### config.mk
export PLATFORM = sky130hd
export DESIGN_NAME = pwr_mode_ctrl
export DESIGN_NICKNAME = d
export VERILOG_FILES = /design/src/rtl/pmc_pkg.sv /design/src/rtl/pmc_sleep_decode.sv /design/src/rtl/pmc_wake_filter.sv /design/src/rtl/pmc_settle_cnt.sv /design/src/rtl/pwr_mode_ctrl.sv
export SDC_FILE = /design/constraint.sdc
export NUM_CORES = 1
export LEC_CHECK = 0
export CAP_MARGIN = 20
export CORE_MARGIN = 8
export CORE_UTILIZATION = 47
export CTS_CLUSTER_DIAMETER = 120
export DETAILED_ROUTE_END_ITERATION = 12
export PLACE_DENSITY_LB_ADDON = 0.05
export SLEW_MARGIN = 40
export SYNTH_ARGS = -nofsm -noshare
export SYNTH_HDL_FRONTEND = slang
export SYNTH_HIERARCHICAL = 1
export SYNTH_SLANG_ARGS = --single-unit
### constraint.sdc
create_clock -name clk -period 2.4 [get_ports clk]
set_input_delay 0.48 -clock clk [delete_from_list [all_inputs] [get_ports clk]]
set_output_delay 0.48 -clock clk [all_outputs]
set_load 0.02 [all_outputs]
### src/rtl/pmc_pkg.sv
package pmc_pkg;

    localparam int IRQ_W = 13;

    typedef enum logic [3:0] {
        PM_HWSTBY = 4'd0,
        PM_RESET  = 4'd1,
        PM_HIGH   = 4'd2,
        PM_MEDIUM = 4'd3,
        PM_SLEEP  = 4'd4,
        PM_SWSTBY = 4'd5,
        PM_WATCH  = 4'd6,
        PM_SUBACT = 4'd7,
        PM_SUBSLP = 4'd8
    } pm_mode_e;

    typedef enum logic [2:0] {
        SL_NONE,
        SL_SLEEP,
        SL_SWSTBY,
        SL_WATCH,
        SL_TO_SUB,
        SL_SUBSLP,
        SL_TO_HIGH
    } sl_act_e;

    // wake sets: external pins + NMI, that plus WDT1, everything
    localparam logic [IRQ_W-1:0] MASK_EXT   = 13'h018F;
    localparam logic [IRQ_W-1:0] MASK_WATCH = 13'h058F;
    localparam logic [IRQ_W-1:0] MASK_ALL   = 13'h1FFF;

    typedef struct packed {
        pm_mode_e mode;
        logic     wake;
    } pmc_state_t;

endpackage

### src/rtl/pmc_sleep_decode.sv
module pmc_sleep_decode
    import pmc_pkg::*;
(
    input  pm_mode_e mode_i,
    input  logic     ssby_i,
    input  logic     pss_i,
    input  logic     lson_i,
    input  logic     dton_i,
    output sl_act_e  act_o
);
    logic running;
    assign running = (mode_i == PM_HIGH) || (mode_i == PM_MEDIUM);

    always_comb begin
        act_o = SL_NONE;
        if (running) begin
            if (!ssby_i && !lson_i) begin
                act_o = SL_SLEEP;
            end else if (ssby_i && !pss_i && !lson_i) begin
                act_o = SL_SWSTBY;
            end else if (ssby_i && pss_i && !dton_i && (mode_i == PM_HIGH)) begin
                act_o = SL_WATCH;
            end else if (ssby_i && pss_i && dton_i && lson_i && (mode_i == PM_HIGH)) begin
                act_o = SL_TO_SUB;
            end
        end else if (mode_i == PM_SUBACT) begin
            if (!ssby_i && pss_i && lson_i) begin
                act_o = SL_SUBSLP;
            end else if (ssby_i && pss_i && dton_i && !lson_i) begin
                act_o = SL_TO_HIGH;
            end
        end
    end
endmodule

### src/rtl/pmc_wake_filter.sv
module pmc_wake_filter
    import pmc_pkg::*;
#(
    parameter int W = IRQ_W
) (
    input  pm_mode_e       mode_i,
    input  logic [W-1:0]   ack_i,
    output logic           wake_ok_o
);
    logic [W-1:0] mask;

    always_comb begin
        case (mode_i)
            PM_SLEEP:  mask = MASK_ALL[W-1:0];
            PM_SWSTBY: mask = MASK_EXT[W-1:0];
            PM_WATCH:  mask = MASK_WATCH[W-1:0];
            PM_SUBSLP: mask = MASK_ALL[W-1:0];
            default:   mask = '0;
        endcase
    end

    assign wake_ok_o = |(ack_i & mask);
endmodule

### src/rtl/pmc_settle_cnt.sv
module pmc_settle_cnt #(
    parameter int BASE = 8
) (
    input  logic       clk,
    input  logic       clr_i,
    input  logic       start_i,
    input  logic [2:0] sts_i,
    output logic       busy_o,
    output logic       done_o
);
    localparam int CW = BASE + 8;

    typedef struct packed {
        logic [CW-1:0] cnt;
        logic          busy;
    } cnt_state_t;

    cnt_state_t cs_d, cs_q;
    logic [CW-1:0] one_w;
    logic [CW-1:0] load_w;

    assign one_w  = CW'(1);
    assign load_w = (one_w << (BASE + int'(sts_i))) - one_w;

    always_comb begin
        cs_d = cs_q;
        if (clr_i) begin
            cs_d.busy = 1'b0;
            cs_d.cnt  = '0;
        end else if (start_i) begin
            cs_d.busy = 1'b1;
            cs_d.cnt  = load_w;
        end else if (cs_q.busy) begin
            if (cs_q.cnt == '0) begin
                cs_d.busy = 1'b0;
            end else begin
                cs_d.cnt = cs_q.cnt - one_w;
            end
        end
    end

    always_ff @(posedge clk) begin
        cs_q <= cs_d;
    end

    assign busy_o = cs_q.busy;
    assign done_o = cs_q.busy && (cs_q.cnt == '0) && !clr_i;
endmodule

### src/rtl/pwr_mode_ctrl.sv
module pwr_mode_ctrl
    import pmc_pkg::*;
#(
    parameter int SETTLE_BASE = 8
) (
    input  logic             clk,
    input  logic             res_n_i,
    input  logic             stby_n_i,
    input  logic             sleep_i,
    input  logic             ssby_i,
    input  logic             pss_i,
    input  logic             lson_i,
    input  logic             dton_i,
    input  logic [2:0]       sck_i,
    input  logic [2:0]       sts_i,
    input  logic [IRQ_W-1:0] irq_ack_i,
    output logic [3:0]       mode_o,
    output logic             clk_sub_o,
    output logic             halted_o,
    output logic             settle_busy_o,
    output logic             wake_o
);
    pmc_state_t st_d, st_q;
    sl_act_e    act;
    logic       wake_ok;
    logic       settle_start;
    logic       settle_busy;
    logic       settle_done;
    logic       settle_clr;
    pm_mode_e   run_sel;

    pmc_sleep_decode u_dec (
        .mode_i (st_q.mode),
        .ssby_i (ssby_i),
        .pss_i  (pss_i),
        .lson_i (lson_i),
        .dton_i (dton_i),
        .act_o  (act)
    );

    pmc_wake_filter #(.W(IRQ_W)) u_wflt (
        .mode_i    (st_q.mode),
        .ack_i     (irq_ack_i),
        .wake_ok_o (wake_ok)
    );

    assign settle_clr = !stby_n_i || !res_n_i;

    pmc_settle_cnt #(.BASE(SETTLE_BASE)) u_settle (
        .clk     (clk),
        .clr_i   (settle_clr),
        .start_i (settle_start),
        .sts_i   (sts_i),
        .busy_o  (settle_busy),
        .done_o  (settle_done)
    );

    assign run_sel = (sck_i == 3'd0) ? PM_HIGH : PM_MEDIUM;

    always_comb begin
        st_d         = st_q;
        st_d.wake    = 1'b0;
        settle_start = 1'b0;
        if (!stby_n_i) begin
            st_d.mode = PM_HWSTBY;
        end else if (!res_n_i || (st_q.mode == PM_HWSTBY)) begin
            st_d.mode = PM_RESET;
        end else begin
            case (st_q.mode)
                PM_RESET: st_d.mode = PM_HIGH;
                PM_HIGH, PM_MEDIUM: begin
                    st_d.mode = run_sel;
                    if (sleep_i) begin
                        case (act)
                            SL_SLEEP:  st_d.mode = PM_SLEEP;
                            SL_SWSTBY: st_d.mode = PM_SWSTBY;
                            SL_WATCH:  st_d.mode = PM_WATCH;
                            SL_TO_SUB: st_d.mode = PM_SUBACT;
                            default:   st_d.mode = st_q.mode;
                        endcase
                    end
                end
                PM_SLEEP: begin
                    if (wake_ok) begin
                        st_d.mode = run_sel;
                        st_d.wake = 1'b1;
                    end
                end
                PM_SWSTBY: begin
                    if (settle_busy) begin
                        if (settle_done) begin
                            st_d.mode = run_sel;
                            st_d.wake = 1'b1;
                        end
                    end else if (wake_ok) begin
                        settle_start = 1'b1;
                    end
                end
                PM_WATCH: begin
                    if (wake_ok) begin
                        st_d.mode = lson_i ? PM_SUBACT : PM_HIGH;
                        st_d.wake = 1'b1;
                    end
                end
                PM_SUBACT: begin
                    if (settle_busy) begin
                        if (settle_done) begin
                            st_d.mode = PM_HIGH;
                        end
                    end else if (sleep_i && (act == SL_SUBSLP)) begin
                        st_d.mode = PM_SUBSLP;
                    end else if (sleep_i && (act == SL_TO_HIGH)) begin
                        settle_start = 1'b1;
                    end
                end
                PM_SUBSLP: begin
                    if (wake_ok) begin
                        st_d.mode = PM_SUBACT;
                        st_d.wake = 1'b1;
                    end
                end
                default: st_d.mode = PM_RESET;
            endcase
        end
    end

    always_ff @(posedge clk) begin
        st_q <= st_d;
    end

    assign mode_o        = st_q.mode;
    assign wake_o        = st_q.wake;
    assign settle_busy_o = settle_busy;
    assign clk_sub_o     = (st_q.mode == PM_WATCH) || (st_q.mode == PM_SUBACT)
                        || (st_q.mode == PM_SUBSLP);
    assign halted_o      = (st_q.mode == PM_SLEEP) || (st_q.mode == PM_SWSTBY)
                        || (st_q.mode == PM_WATCH) || (st_q.mode == PM_SUBSLP);
endmodule

Word level (Yosys, flattened, before mapping)
Index checks and enable logic that the tools add are counted.
W data, S select, Z words.
{ "classes": {"eq_ne": 31, "mux": 36, "n_reduce_logical": 42, "n_bitwise": 2, "addsub": 3, "shifts": 1} }
{ "op_table": {"columns": ["cell", "count"], "rows": [
  ["$pmux W13 S3", 1],
  ["$mux W17", 2],
  ["$shl A1 B32 Y16 const A", 1],
  ["$sub A16 B1 Y16 const B", 2],
  ["$pmux W4 S7", 1],
  ["$mux W3", 9],
  ["$mux W5", 5],
  ["$eq A4 B3 Y1 const B", 4],
  ["$logic_and A1 B1 Y1", 16],
  ["$logic_not A16 Y1", 1],
  ["$mux W16", 1],
  ["$mux W4", 4],
  ["$pmux W4 S4", 1],
  ["$reduce_and A8 Y1", 2],
  ["$ne A3 B2 Y1 const B", 5],
  ["$and A13 B13 Y13", 1],
  ["$reduce_or A13 Y1", 1],
  ["$mux W1", 10],
  ["$eq A3 B3 Y1 const B", 3],
  ["$eq A4 B2 Y1 const B", 2],
  ["$logic_or A1 B1 Y1", 8],
  ["$ne A2 B1 Y1 const B", 4],
  ["$logic_not A1 Y1", 7],
  ["$ne A7 B7 Y1 const B", 1],
  ["18 further kinds", 23]
]} }
{ "word_totals": {"elab_cells": 120, "input_bits": 27, "reg_bits": 22, "output_inout_bits": 8} }

Longest topological paths before layout
{ "logic_depth": {"ltp_word": 19, "mapped_depth": 12, "mapped_depth_nobuf": 10} }

Modules after synthesis
Netlist, hierarchy kept.
{ "by_module_without_submodules": {"columns": ["module", "n_inst", "area_per_inst_um2", "seq_area_each_um2", "cells_per_inst"], "rows": [
  ["pmc_settle_cnt", 1, 1046.0, 340.3, 124],
  ["pwr_mode_ctrl", 1, 565.5, 100.1, 70],
  ["pmc_sleep_decode", 1, 127.6, 0.0, 19],
  ["pmc_wake_filter", 1, 101.3, 0.0, 15]
]} }

Worst setup path after synthesis
No wires, ideal clock.
{ "synth_timing": {"kind": "register -> register", "startpoint": "register st_q (netlist bit mode_o[2])", "endpoint": "register u_settle/cs_q[13] (netlist name)", "setup_slack_ps": -197, "path_buffers": 2, "arrival_time_ps": 2526, "stages_incl_launch_ff": 13, "setup_ps": 70, "t_required_ps": 2330, "synth_period_minus_slack_ps": 2597, "cell_sequence": "dfxtp_1 -> and3_4 -> nand4_1 -> nand2_1 -> clkbuf_1 -> nand4_1 -> nor2_1 -> a21oi_1 -> nor4_1 -> buf_2 -> inv_1 -> mux2_2 -> a21oi_1"} }
{ "synth_between": {"word_cells_on_any_way": 38, "classes_between": "10 x eq/ne; 16 x mux; 1 x bitwise; 11 x reduce/logical"} }
{ "synth_lines": {"columns": ["item", "line_no", "source"], "rows": [
  ["from (decl)", "pwr_mode_ctrl.sv:23", "pmc_state_t st_d, st_q;"],
  ["from (signal assigned)", "pwr_mode_ctrl.sv:128", "st_q <= st_d;"],
  ["$eq A4 B2 Y1", "pmc_sleep_decode.sv:12, pmc_sleep_decode.sv:21", null],
  ["$logic_and A1 B1 Y1", "pmc_sleep_decode.sv:21", "end else if (ssby_i && pss_i && !dton_i && (mode_i == PM_HIGH)) begin"],
  ["$mux W3", "pmc_sleep_decode.sv:21", null],
  ["$mux W3", "pmc_sleep_decode.sv:19", "end else if (ssby_i && !pss_i && !lson_i) begin"],
  ["$mux W3", "pmc_sleep_decode.sv:17", "if (!ssby_i && !lson_i) begin"],
  ["$mux W3 (*)", "pmc_sleep_decode.sv:16", "if (running) begin"],
  ["net act[1]", "pwr_mode_ctrl.sv:24", "sl_act_e act;"],
  ["$eq A3 B3 Y1", "pwr_mode_ctrl.sv:112", "end else if (sleep_i && (act == SL_TO_HIGH)) begin"],
  ["[... 2 more ...]", null, null],
  ["$mux W1 (*)", "pwr_mode_ctrl.sv:110", "end else if (sleep_i && (act == SL_SUBSLP)) begin"],
  ["$mux W1 (*)", "pwr_mode_ctrl.sv:106", "if (settle_busy) begin"],
  ["$pmux W1 S2 (*)", "pwr_mode_ctrl.sv:69", "case (st_q.mode)"],
  ["$mux W1 (*)", "pwr_mode_ctrl.sv:66", "end else if (!res_n_i || (st_q.mode == PM_HWSTBY)) begin"],
  ["$mux W1 (*)", "pwr_mode_ctrl.sv:64", "if (!stby_n_i) begin"],
  ["net settle_start", "pwr_mode_ctrl.sv:26", "logic settle_start;"],
  ["$ne A2 B2 Y1 (no line) or $reduce_bool A2 Y1 (tied branches)", null, null],
  ["$reduce_and A2 Y1 (no line)", null, null],
  ["to (signal assigned)", "pmc_settle_cnt.sv:43", "cs_q <= cs_d;"],
  ["to (decl)", "pmc_settle_cnt.sv:18", "cnt_state_t cs_d, cs_q;"]
]} }
Mark *: on every way through the listed nets, which the timed path passes. The rest lies on a longest branch.
A chain may end at the register's enable or synchronous reset.

Worst setup path in the final report
{ "layout_timing": {"startpoint": "input port irq_ack_i[4]", "endpoint": "register st_q (netlist bit mode_o[0])"} }
{ "layout_between": {"elab_chain_len": 4, "word_cells_on_any_way": 6, "classes_between": "3 x eq/ne; 1 x bitwise; 2 x reduce/logical"} }
{ "layout_rtl": {"columns": ["item", "line_no", "source"], "rows": [
  ["from (decl)", "pwr_mode_ctrl.sv:16", "input logic [IRQ_W-1:0] irq_ack_i,"],
  ["$and A13 B13 Y13 (*)", "pmc_wake_filter.sv:22", "assign wake_ok_o = |(ack_i & mask);"],
  ["$reduce_or A13 Y1 (*)", "pmc_wake_filter.sv:22", null],
  ["net wake_ok", "pwr_mode_ctrl.sv:25", "logic wake_ok;"],
  ["$ne A3 B2 Y1 (no line)", null, null],
  ["$reduce_and A8 Y1 (no line) (*)", null, null]
]} }
Marks and branches as above.

==> impl_metrics.toml <==
[cells_and_area]
multi_input_area_sq_mm = 0.00139
fillerInstances = 323
antenna-diode-count = 0
syn_to_final_growth_pct = 43.8
postLayoutCoreUtil_pct = 71.2
fin_nets = 328
drive_above_1_share_pct = 29.2
layout.cell_area.non_filler_sq_mm = 0.00265
layout.area.seq_sq_um = 455

[yosys]
synthDistinctLibCells = 64
synthesis.area_sq_mm = 0.00184
postSynthNetCount = 257
syn_area_per_cell_sq_um = 8.07
synth-xor-area-share_pct = 6.66
dominantRegCellSynth = "dfxtp_1"
synthAdderAreaFrac_pct = 1.36
synth-seq-area-share_pct = 23.9
synth_area_leaders = "dfxtp_1 24%, a21oi_1 5.7%, xnor2_1 4.3%, nor3_1 3.5%, nand2_1 3.3%"
synth.top_cell.area_share_pct = 23.9
synth_top_family_by_area = "simple AND/OR/NAND/NOR gates"
yosys.area_share.simple_pct = 36.4
synth-seq-cells = 22
syn_inst = 228
synth.most_common_cell = "dfxtp_1"
ys_warn_count = 6
yosys-top-cells-count = "22 x dfxtp_1, 21 x a21oi_1, 16 x nand2_1, 14 x nor2_1, 13 x nor3_1"
muxShareOfSynthArea_pct = 2.04
number_of_flops_mapped_to_enable_cells_by_yosys = 0
synth_compound_area_share_pct = 25.4
synth_top_cell_by_area = "dfxtp_1"
postSynth.asyncResetShare_pct = 0

[placed_design]
placed_area_sq_mm = 0.00249
place_ws_ns = -0.488
globalplace.congestion = 0.861
portBuffers = 34
hpwlAfterDp_mm = 3.77

[critical_path]
worstSetupStartpointType = "input port"
timing.setup.critical_path_class = "input port to flop"
critical_path_peak_fanout = 5
timing.critical_path.max_delay_family = "compound AO/OA/AOI/OAI gates"
r2r_setup_slack_ns = 0.12
worstSetupEndpointType = "flop"
worstRegToRegCells = 10
crit_path_cell_trace = "clkdlybuf4s50_1 > or4_4 > o211ai_2 > o211ai_1 > buf_4 > o311ai_4 > buf_4 > nand4b_1 > o211a_1"
arrival_ns = 2.51
critical_path.max_stage_delay_ns = 0.41
critical-path-top-cell-by-count = "buf_4"
crit-reg2reg-launch = "mode_o[2]"
worstPathRequired_ns = 2.55
regToRegEndpoint = "u_settle/cs_q[9]"
path_buf_inv = 3
cp_slowest_cell = "or4_4"

[detailed_routing]
drc = 0
routed-via-count = 1981
avgViaCountPerCell = 5.73
drt_iter0_drc = 131
drt-pass1-iter-count = 4
final_antenna_net_count = 0
finalWirelength_mm = 4.97
post_drt_wl_per_cell_um = 14.4

[timing]
timing.hold.ws_ns = 0.538
report.final.setup_viol = 0
max_freq_mhz = 425
timing_hold_violations_final = 0
finalCritPeriodShare_pct = 98.0
final_critical_path_setup_slack_ns = 0.0487
fin_worst_skew_ns = 0.00182
min_period_ns = 2.35
max_slew.worst_pin.slew_ns = 0.684
timing.max_slew.rel_slack_pct = 54.0
grt_setup_unrepaired = "true"
slew_violations = 0
tns_ns = 0

[floorplanning]
die_height_um = 78.6
floorplan.io_pins = 35
design.die.area_sq_mm = 0.00617
floorplan.initialDensity_pct = 49.5
fp.dieW_um = 78.6
row_count = 22
design.core.area_sq_mm = 0.00372

[job]
cap_violations = 0

[grt]
gr-max-usage-layer = "met2"
grt_antenna_before_repair = 0
global_route.overflow_total = 0
groute.layer.met2.usage_pct = 27.6
met1_usage_pct = 18.2
grt_max_degree = 18
grt_pass1_vias = 1883
track_usage_pct = 15.7
first_pass_grt_wire_length_mm = 8.23
grt_met3_use_pct = 2.51

[pwr]
p_per_area_mw_per_mm2 = 291
total_leakage_power_nw = 1.01
power.ir.vdd_worst_uv = 165

[clock_network]
cts_sinks = 22
clock-root-buffer = "clkbuf_8"
clock_buffer_depth = 2
clk-insertion-delay-late_ns = 0.25
clkTransAtPathRegs_ns = 0.08
cts_inserted_buffers = 3
cts_tree = "done"
h_tree_depth = 1

[hold_path]
hold_path_depth = 2
worstHoldEndpoint = "u_settle/cs_q[11]"
worst_hold_path_type = "flop to flop"
hold_path_startpoint = "u_settle/cs_q[11]"

[run_status]
status = "finished, final reports clean"
[area by class of cell]
class                      count  share of cell area (%)
clock buffer                   4                    2.08
inverter                       8                    1.13
multi-input combinational    188                    52.5
sequential                    22                    17.2
tap                           48                    2.27
timing repair buffer          76                    24.8
[per-stage QoR]
stage / power, mW / instances
after global placement: 0.520 / 337
after global routing: 0.816 / 346
after floorplan: 0.434 / 228
after CTS: 0.776 / 341
final: 0.770 / 346
after detailed placement: 0.520 / 337
[flip-flops by register name, summed over array words and instances (netlist names)]
name	count
mode_o	4
u_settle/cs_q	16
wake_o	1
u_settle/busy_o	1
[worst max path at each step]
stage,from,endpoint,cells after the start
detailed placement,irq_ack_i[2],u_settle/cs_q[11],9
global route,mode_o[2],u_settle/cs_q[9],10
floorplan,irq_ack_i[2],u_settle/cs_q[13],9
global placement,irq_ack_i[2],u_settle/cs_q[11],9
CTS,irq_ack_i[3],u_settle/cs_q[13],8
finish,irq_ack_i[4],mode_o[0],9
[report_power, final]
part	leakage [nW]	total, mW	switching (mW)	internal [mW]
clock network	0.0288	0.260	0.114	0.146
registers	0.180	0.368	0.00488	0.363
logic	0.799	0.142	0.0598	0.0817
total	1.01	0.770	0.179	0.591
[metal layers]
layer  share of wire [%]  up-vias  wire length (um)
li1                    -     1011                 -
met1                  45      927              2220
met2                  51       35              2520
met3                 2.5        8               123
met4                 2.1        0               104
met5                   0        -                 0
[cell families after synthesis]
kind of cell             after synthesis
multiplexers                           3
XOR/XNOR                              14
AND/OR/NAND/NOR                      107
buffers and inverters                 18
flip-flops                            22
AO/OA/AOI/OAI                         62
adder cells (fa/ha/maj)                2
[placed cells by master, fill, tap and decap left out, types with 6 or more instances in the layout]
master / n
inv_1: 7
a21oi_1: 19
nor2b_1: 6
xnor2_1: 9
nor3_1: 12
clkdlybuf4s50_1: 23
nand2_1: 16
buf_4: 40
nor2_1: 13
dfxtp_1: 18
nand3_1: 7
[timing repair]
action,4_1_cts,5_1_grt
buffers inserted,1,5
pin swaps,16,15
endpoints found under the setup margin,11,18
resized for setup,11,24
hold buffers,0,0
cloned,0,0
hold endpoints to repair,0,0
[tightest hold or removal path: stages (launching register included)]
cell,delay (ns)
dfxtp_1,0.33
o311ai_0,0.09
a31oi_1,0.08
No activity file was read; power rests on OpenSTA's default activity.
